--- src/rtl/blit_pkg.sv ---
package blit_pkg;

  typedef enum logic [1:0] {
    ST_IDLE  = 2'd0,
    ST_RSRC  = 2'd1,
    ST_RDST  = 2'd2,
    ST_WRITE = 2'd3
  } blit_state_e;

  localparam logic [7:0] OP_CLEAR  = 8'h00;
  localparam logic [7:0] OP_INVDST = 8'h0B;
  localparam logic [7:0] OP_COPY   = 8'h0D;
  localparam logic [7:0] OP_SET    = 8'h0E;
  localparam logic [7:0] OP_XOR    = 8'h59;

  function automatic logic op_supported(input logic [7:0] code);
    return (code == OP_CLEAR) || (code == OP_INVDST) || (code == OP_COPY) ||
           (code == OP_SET)   || (code == OP_XOR);
  endfunction

  function automatic logic [7:0] op_result(input logic [7:0] code,
                                           input logic [7:0] s,
                                           input logic [7:0] d);
    logic [7:0] r;
    case (code)
      OP_CLEAR:  r = 8'h00;
      OP_INVDST: r = ~d;
      OP_COPY:   r = s;
      OP_SET:    r = 8'hFF;
      OP_XOR:    r = d ^ s;
      default:   r = d;
    endcase
    return r;
  endfunction

  // bit index of the pattern byte: |cur - base| mod 8
  function automatic logic [2:0] pat_bit_index(input logic [31:0] cur,
                                               input logic [31:0] base);
    logic [31:0] diff;
    diff = (cur >= base) ? (cur - base) : (base - cur);
    return diff[2:0];
  endfunction

endpackage

--- src/rtl/blit_regs.sv ---
module blit_regs (
  input  logic        clk,
  input  logic        rst_n,
  input  logic        cfg_we,
  input  logic [2:0]  cfg_sel,
  input  logic [31:0] cfg_wdata,
  output logic [31:0] src_base,
  output logic [31:0] dst_base,
  output logic [15:0] src_pitch,
  output logic [15:0] dst_pitch,
  output logic [15:0] width_m1,
  output logic [15:0] height_m1,
  output logic        pat_en,
  output logic        exp_en,
  output logic [7:0]  rop_code
);

  always_ff @(posedge clk) begin
    if (!rst_n) begin
      src_base  <= '0;
      dst_base  <= '0;
      src_pitch <= '0;
      dst_pitch <= '0;
      width_m1  <= '0;
      height_m1 <= '0;
      pat_en    <= 1'b0;
      exp_en    <= 1'b0;
      rop_code  <= '0;
    end else if (cfg_we) begin
      case (cfg_sel)
        3'd0: src_base  <= cfg_wdata;
        3'd1: dst_base  <= cfg_wdata;
        3'd2: src_pitch <= cfg_wdata[15:0];
        3'd3: dst_pitch <= cfg_wdata[15:0];
        3'd4: width_m1  <= cfg_wdata[15:0];
        3'd5: height_m1 <= cfg_wdata[15:0];
        3'd6: begin
          pat_en <= cfg_wdata[6];
          exp_en <= cfg_wdata[7];
        end
        default: rop_code <= cfg_wdata[7:0];
      endcase
    end
  end

endmodule

--- src/rtl/blit_walker.sv ---
module blit_walker
  import blit_pkg::*;
(
  input  logic        clk,
  input  logic        rst_n,
  input  logic        start,
  input  logic [31:0] src_base,
  input  logic [31:0] dst_base,
  input  logic [15:0] src_pitch,
  input  logic [15:0] dst_pitch,
  input  logic [15:0] width_m1,
  input  logic [15:0] height_m1,
  input  logic        rop_ok,
  output blit_state_e state,
  output logic        busy,
  output logic        rop_err,
  output logic [31:0] cur_src,
  output logic [31:0] cur_dst
);

  logic [31:0] row_src, row_dst;
  logic [15:0] col_cnt, row_cnt;
  logic        accept, last_col, last_byte;

  assign accept    = start && (state == ST_IDLE);
  assign last_col  = (col_cnt == width_m1);
  assign last_byte = last_col && (row_cnt == height_m1);
  assign busy      = (state != ST_IDLE);

  always_ff @(posedge clk) begin
    if (!rst_n) begin
      state   <= ST_IDLE;
      rop_err <= 1'b0;
      row_src <= '0;
      row_dst <= '0;
      cur_src <= '0;
      cur_dst <= '0;
      col_cnt <= '0;
      row_cnt <= '0;
    end else begin
      case (state)
        ST_IDLE: if (accept) begin
          state   <= ST_RSRC;
          rop_err <= !rop_ok;
          row_src <= src_base;
          row_dst <= dst_base;
          cur_src <= src_base;
          cur_dst <= dst_base;
          col_cnt <= '0;
          row_cnt <= '0;
        end
        ST_RSRC: state <= ST_RDST;
        ST_RDST: state <= ST_WRITE;
        default: begin
          if (last_byte) begin
            state <= ST_IDLE;
          end else if (last_col) begin
            state   <= ST_RSRC;
            col_cnt <= '0;
            row_cnt <= row_cnt + 16'd1;
            row_src <= row_src + 32'(src_pitch);
            row_dst <= row_dst + 32'(dst_pitch);
            cur_src <= row_src + 32'(src_pitch);
            cur_dst <= row_dst + 32'(dst_pitch);
          end else begin
            state   <= ST_RSRC;
            col_cnt <= col_cnt + 16'd1;
            cur_src <= cur_src + 32'd1;
            cur_dst <= cur_dst + 32'd1;
          end
        end
      endcase
    end
  end

  // a start pulse during a transfer does not reload the running address
  a_r9_start_ignored: assert property (@(posedge clk) disable iff (!rst_n)
    (busy && start && state != ST_WRITE) |=> $stable(cur_dst));

  // busy only ends right after a write-phase cycle
  a_r8_busy_end: assert property (@(posedge clk) disable iff (!rst_n)
    $fell(busy) |-> ($past(state) == ST_WRITE));

  // the three phases follow each other
  a_r7_phase_order: assert property (@(posedge clk) disable iff (!rst_n)
    (state == ST_RSRC) |=> (state == ST_RDST));

  // an accepted unsupported code raises the flag
  a_r2_flag_set: assert property (@(posedge clk) disable iff (!rst_n)
    (accept && !rop_ok) |=> rop_err);

endmodule

--- src/rtl/blit_datapath.sv ---
module blit_datapath
  import blit_pkg::*;
#(
  parameter int VRAM_BYTES = 3000,
  parameter int ADDR_W     = $clog2(VRAM_BYTES)
) (
  input  logic              clk,
  input  logic              rst_n,
  input  blit_state_e       state,
  input  logic [31:0]       src_base,
  input  logic [31:0]       cur_src,
  input  logic [31:0]       cur_dst,
  input  logic              pat_en,
  input  logic              exp_en,
  input  logic [7:0]        rop_code,
  input  logic [7:0]        mem_rdata,
  output logic              mem_en,
  output logic              mem_we,
  output logic [ADDR_W-1:0] mem_addr,
  output logic [7:0]        mem_wdata
);

  localparam logic [31:0] SIZE32 = 32'(VRAM_BYTES);

  function automatic logic [ADDR_W-1:0] wrap(input logic [31:0] a);
    return ADDR_W'(a % SIZE32);
  endfunction

  logic       expand_on, rop_ok, write_ph;
  logic [7:0] src_q, src_next;
  logic [2:0] bit_sel;
  logic [ADDR_W-1:0] src_addr, dst_addr;

  assign expand_on = pat_en && exp_en;
  assign rop_ok    = op_supported(rop_code);
  assign write_ph  = (state == ST_WRITE);
  assign bit_sel   = pat_bit_index(cur_src, src_base);
  assign src_addr  = expand_on ? wrap(src_base) : wrap(cur_src);
  assign dst_addr  = wrap(cur_dst);
  assign src_next  = expand_on ? {8{mem_rdata[bit_sel]}} : mem_rdata;

  always_ff @(posedge clk) begin
    if (!rst_n)                  src_q <= '0;
    else if (state == ST_RDST)   src_q <= src_next;
  end

  always_comb begin
    mem_en    = (state == ST_RSRC) || (state == ST_RDST) || (write_ph && rop_ok);
    mem_we    = write_ph && rop_ok;
    mem_addr  = (state == ST_RSRC) ? src_addr : dst_addr;
    mem_wdata = op_result(rop_code, src_q, mem_rdata);
  end

  // every access lands inside memory
  a_r5_addr_in_range: assert property (@(posedge clk) disable iff (!rst_n)
    mem_en |-> (32'(mem_addr) < SIZE32));

  // expanded source is all ones or all zeros
  a_r3_expand_levels: assert property (@(posedge clk) disable iff (!rst_n)
    (write_ph && expand_on) |-> (src_q == 8'h00 || src_q == 8'hFF));

  // unsupported code never writes
  a_r2_no_write: assert property (@(posedge clk) disable iff (!rst_n)
    (state != ST_IDLE && !rop_ok) |-> !mem_we);

  // writes never come back to back
  a_r7_single_write: assert property (@(posedge clk) disable iff (!rst_n)
    mem_we |=> !mem_we);

endmodule

--- src/rtl/blit_engine.sv ---
module blit_engine
  import blit_pkg::*;
#(
  parameter int VRAM_BYTES = 3000,
  parameter int ADDR_W     = $clog2(VRAM_BYTES)
) (
  input  logic              clk,
  input  logic              rst_n,
  input  logic              cfg_we,
  input  logic [2:0]        cfg_sel,
  input  logic [31:0]       cfg_wdata,
  input  logic              start,
  output logic              busy,
  output logic              rop_err,
  output logic              mem_en,
  output logic              mem_we,
  output logic [ADDR_W-1:0] mem_addr,
  output logic [7:0]        mem_wdata,
  input  logic [7:0]        mem_rdata
);

  logic [31:0] src_base, dst_base, cur_src, cur_dst;
  logic [15:0] src_pitch, dst_pitch, width_m1, height_m1;
  logic        pat_en, exp_en;
  logic [7:0]  rop_code;
  blit_state_e state;

  blit_regs u_regs (
    .clk(clk), .rst_n(rst_n), .cfg_we(cfg_we), .cfg_sel(cfg_sel),
    .cfg_wdata(cfg_wdata), .src_base(src_base), .dst_base(dst_base),
    .src_pitch(src_pitch), .dst_pitch(dst_pitch), .width_m1(width_m1),
    .height_m1(height_m1), .pat_en(pat_en), .exp_en(exp_en),
    .rop_code(rop_code)
  );

  blit_walker u_walk (
    .clk(clk), .rst_n(rst_n), .start(start), .src_base(src_base),
    .dst_base(dst_base), .src_pitch(src_pitch), .dst_pitch(dst_pitch),
    .width_m1(width_m1), .height_m1(height_m1),
    .rop_ok(op_supported(rop_code)), .state(state), .busy(busy),
    .rop_err(rop_err), .cur_src(cur_src), .cur_dst(cur_dst)
  );

  blit_datapath #(.VRAM_BYTES(VRAM_BYTES), .ADDR_W(ADDR_W)) u_dp (
    .clk(clk), .rst_n(rst_n), .state(state), .src_base(src_base),
    .cur_src(cur_src), .cur_dst(cur_dst), .pat_en(pat_en), .exp_en(exp_en),
    .rop_code(rop_code), .mem_rdata(mem_rdata), .mem_en(mem_en),
    .mem_we(mem_we), .mem_addr(mem_addr), .mem_wdata(mem_wdata)
  );

endmodule

--- config.mk ---
export PLATFORM = sky130hd
export DESIGN_NAME = blit_engine
export DESIGN_NICKNAME = d
export VERILOG_FILES = /design/src/rtl/blit_pkg.sv /design/src/rtl/blit_regs.sv /design/src/rtl/blit_walker.sv /design/src/rtl/blit_datapath.sv /design/src/rtl/blit_engine.sv
export SDC_FILE = /design/constraint.sdc
export NUM_CORES = 1
export LEC_CHECK = 0
export BUFFER_PORTS_ARGS = -buffer_cell sky130_fd_sc_hd__clkbuf_2
export CORE_UTILIZATION = 30
export CTS_CLUSTER_SIZE = 40
export DETAILED_ROUTE_END_ITERATION = 10
export GPL_ROUTABILITY_DRIVEN = 0
export SLEW_MARGIN = 20
export SYNTH_ARGS = -nofsm -noshare
export SYNTH_HDL_FRONTEND = slang
export SYNTH_SLANG_ARGS = --single-unit
--- constraint.sdc ---
create_clock -name clk -period 34.6 [get_ports clk]
set_input_delay 1.73 -clock clk [delete_from_list [all_inputs] [get_ports clk]]
set_output_delay 1.73 -clock clk [all_outputs]
set_load 0.005 [all_outputs]
==> impl_metrics.csv <==
group,metric,value,unit
run_status,status,"complete, no violations",
route,wirelength,76800,um
die,row_count,107,
clock_tree,hold_buffers,0,
timing,rsz0062_at_grt,"false",
clock_tree,htreeDepth,1,
critical_path,crit_fanout,22,
critical_path,cp.required,32870,ps
placement,placed_cells,4548,
clock_tree,cts_resized,0,
cells_and_area,layout-drive-gt1-share,10.3,%
synthesis,yosysSeqAreaShare,23.8,%
synthesis,synth_cells,3464,
die,core,0.0854,mm2
hold_path,min_to,"u_regs.dst_base[14]",
route,dr.pass1.iters,5,
clock_tree,clockBufferDepth,3,
global_route,grt_pass1_vias,23000,
timing,skew,21.0,ps
job,drv_cap,0,
timing,worstMarginPinSlew,1170,ps
route,vias,24900,
die,die-area,0.0877,mm2
timing,hold_slack,463,ps
route,drc,0,
timing,tns,0,ps
synthesis,synth.avg_cell_area,7.49,um2
route,ant_nets,0,
cells_and_area,diodes,0,
critical_path,ff2ff_setup_slack,28940,ps
placement,portBuffers,70,
die,die_w,296,um
die,start_util,30.4,%
route,avgViaCountPerCell,5.42,
synthesis,async_flop_share,0,%
timing,drv_slew,0,
clock_tree,cts_tree,"built",
clock_tree,cts-buffers-inserted,29,
synthesis,synth_common_cells,"532 x nand2_1, 368 x nor2_1, 309 x dfxtp_1, 268 x a21oi_1, 185 x o21ai_0",
hold_path,min_path_cells,2,
clock_tree,clkTransAtPathRegs,70,ps
cells_and_area,area_growth,8.97,%
synthesis,yosys.area.top_type,"dfxtp_1",
synthesis,synth.most_common_cell,"nand2_1",
global_route,antenna_found_initial,0,
route,wl_per_cell,16.7,um
cells_and_area,design_area,0.0283,mm2
critical_path,endpoint_kind,"output port",
timing,relSlewSlack,22.0,%
critical_path,r2r_start,"u_regs.src_base[1]",
synthesis,ys_warn_count,0,
cells_and_area,nets,3560,
critical_path,startpoint_type,"flip-flop",
cells_and_area,multiInputGateArea,0.0187,mm2
timing,fin_crit,24680,ps
hold_path,hold_path_class,"flip-flop to flip-flop",
cells_and_area,nFillCells,9165,
placement,hpwl,57000,um
hold_path,hp-start,"u_regs.dst_base[14]",
die,die_h,296,um
synthesis,synth_edf_count,0,
route,drtIter0Drc,2080,
critical_path,slowest_delay,830,ps
critical_path,critPathBufInv,1,
global_route,grt_pass1_wl,124000,um
critical_path,worst_ep_arrival_time,22950,ps
synthesis,synth_nets,3588,
synthesis,ys_types,155,
timing,finalHoldViolCount,0,
synthesis,yosys_most_used_dff,"dfxtp_1",
critical_path,rr_endpoint,"u_dp.src_q[5]",
critical_path,path_class,"flip-flop to output port",
synthesis,ys_seq_elements,309,
synthesis,netlist_area,0.0260,mm2
clock_tree,insertion_delay,590,ps
die,io_pins,71,
critical_path,cp_top_family,"compound AO/OA/AOI/OAI gates",
global_route,grt.overflow.total,0,
timing,finalCritPeriodShare,71.3,%
timing,setup_viol,0,
synthesis,synthTopCellsByArea,"dfxtp_1 24%, nand2_1 7.7%, nor2_1 5.3%",
clock_tree,cts_root_buf,"clkbuf_16",
global_route,grt_max_degree,87,
placement,place_area,0.0272,mm2
cells_and_area,seq_area,0.00619,mm2
clock_tree,post_cts_buffers,0,
global_route,track_usage,17.0,%
clock_tree,cts.sinks,309,
timing,fmax,0.0405,GHz
critical_path,r2r_cells,30,
cells_and_area,layout.cells.non_filler,4602,
synthesis,synth_top_area_share,23.8,%
critical_path,crit_path_top_delay_cell,"nor4_1",
state kept, by name (all words and copies together) (netlist names):
| name | flops |
|---|---|
| u_regs.dst_base | 32 |
| u_regs.src_base | 32 |
| u_walk.cur_dst | 32 |
| u_walk.cur_src | 32 |
| u_walk.row_dst | 32 |
| u_walk.row_src | 32 |
| u_regs.dst_pitch | 16 |
| u_regs.height_m1 | 16 |
| u_regs.src_pitch | 16 |
| u_regs.width_m1 | 16 |
| u_walk.col_cnt | 16 |
| u_walk.row_cnt | 16 |
| u_dp.src_q | 8 |
| u_regs.rop_code | 8 |
| u_walk.state | 2 |
| u_regs.exp_en | 1 |
| u_regs.pat_en | 1 |
| u_walk.rop_err | 1 |
logic make-up (layout without fill, tap and decap cells):
group	Yosys count	in the layout	share of synthesized area, %
AO/OA/AOI/OAI	1145	1145	31.8
XOR/XNOR	219	219	8.04
adder cells (fa/ha/maj)	98	98	4.66
buffers and inverters	256	250	4.54
flip-flops	309	309	23.8
multiplexers	69	69	2.90
AND/OR/NAND/NOR	1368	1368	24.3
worst max-delay path by stage:
stage | startpoint | end | cells after the start
floorplan | u_walk.state[1] | mem_addr[9] | 74
global placement | u_walk.state[1] | mem_addr[9] | 72
detailed placement | u_walk.state[1] | mem_addr[9] | 71
CTS | u_walk.state[1] | mem_addr[9] | 71
global route | u_walk.state[1] | mem_addr[9] | 70
finish | u_regs.exp_en | mem_addr[9] | 70
worst register-to-register path, delay by kind of cell, from the launching register on:
family | cells | cell delay, ps
buffers and inverters | 2 | 370
and+or+nand+nor | 9 | 660
muxes | 3 | 1040
DFF | 1 | 500
adders and majority gates | 1 | 450
AOI/OAI and AO/OA | 15 | 2580
per-stage QoR:
stage,util (%),worst slack (ps)
after detailed placement,31.9,10920
final,33.1,9920
after CTS,33.1,10160
after global routing,33.1,8000
after global placement,31.9,11360
after floorplan,-,13870
area by class of cell:
| type | count | area share (%) |
|---|---|---|
| Multi-Input combinational cell | 2899 | 66.0 |
| Inverter | 95 | 1.26 |
| Timing Repair Buffer | 102 | 2.18 |
| Clock inverter | 11 | 0.602 |
| Tap cell | 1144 | 5.06 |
| Clock buffer | 42 | 3.02 |
| Sequential cell | 309 | 21.9 |
placed cells by master (no fill, tap or decap), drive strengths merged, types with 33 or more instances in the layout:
| cell | n |
|---|---|
| nand2 | 533 |
| nor2 | 372 |
| dfxtp | 309 |
| a21oi | 281 |
| o21ai | 214 |
| xnor2 | 156 |
| a21boi | 154 |
| clkbuf | 111 |
| nand3 | 102 |
| inv | 96 |
| ha | 73 |
| xor2 | 62 |
| nor3 | 61 |
| and3 | 59 |
| mux2i | 53 |
| a21o | 52 |
| a31oi | 48 |
| o211ai | 47 |
| nand4 | 43 |
| a211oi | 39 |
| a311oi | 38 |
| o21a | 34 |
| buf | 33 |
metal layers:
metal	vias up	global-route usage, %	routed length (um)
met3	78	1.43	3690
li1	12500	-	-
met1	11700	23.4	36200
met2	627	29.0	35500
met4	0	3.52	1460
met5	-	0	0
Power is not shown: default switching activity piles up to over one toggle a cycle in this logic, so the estimate is an artifact.
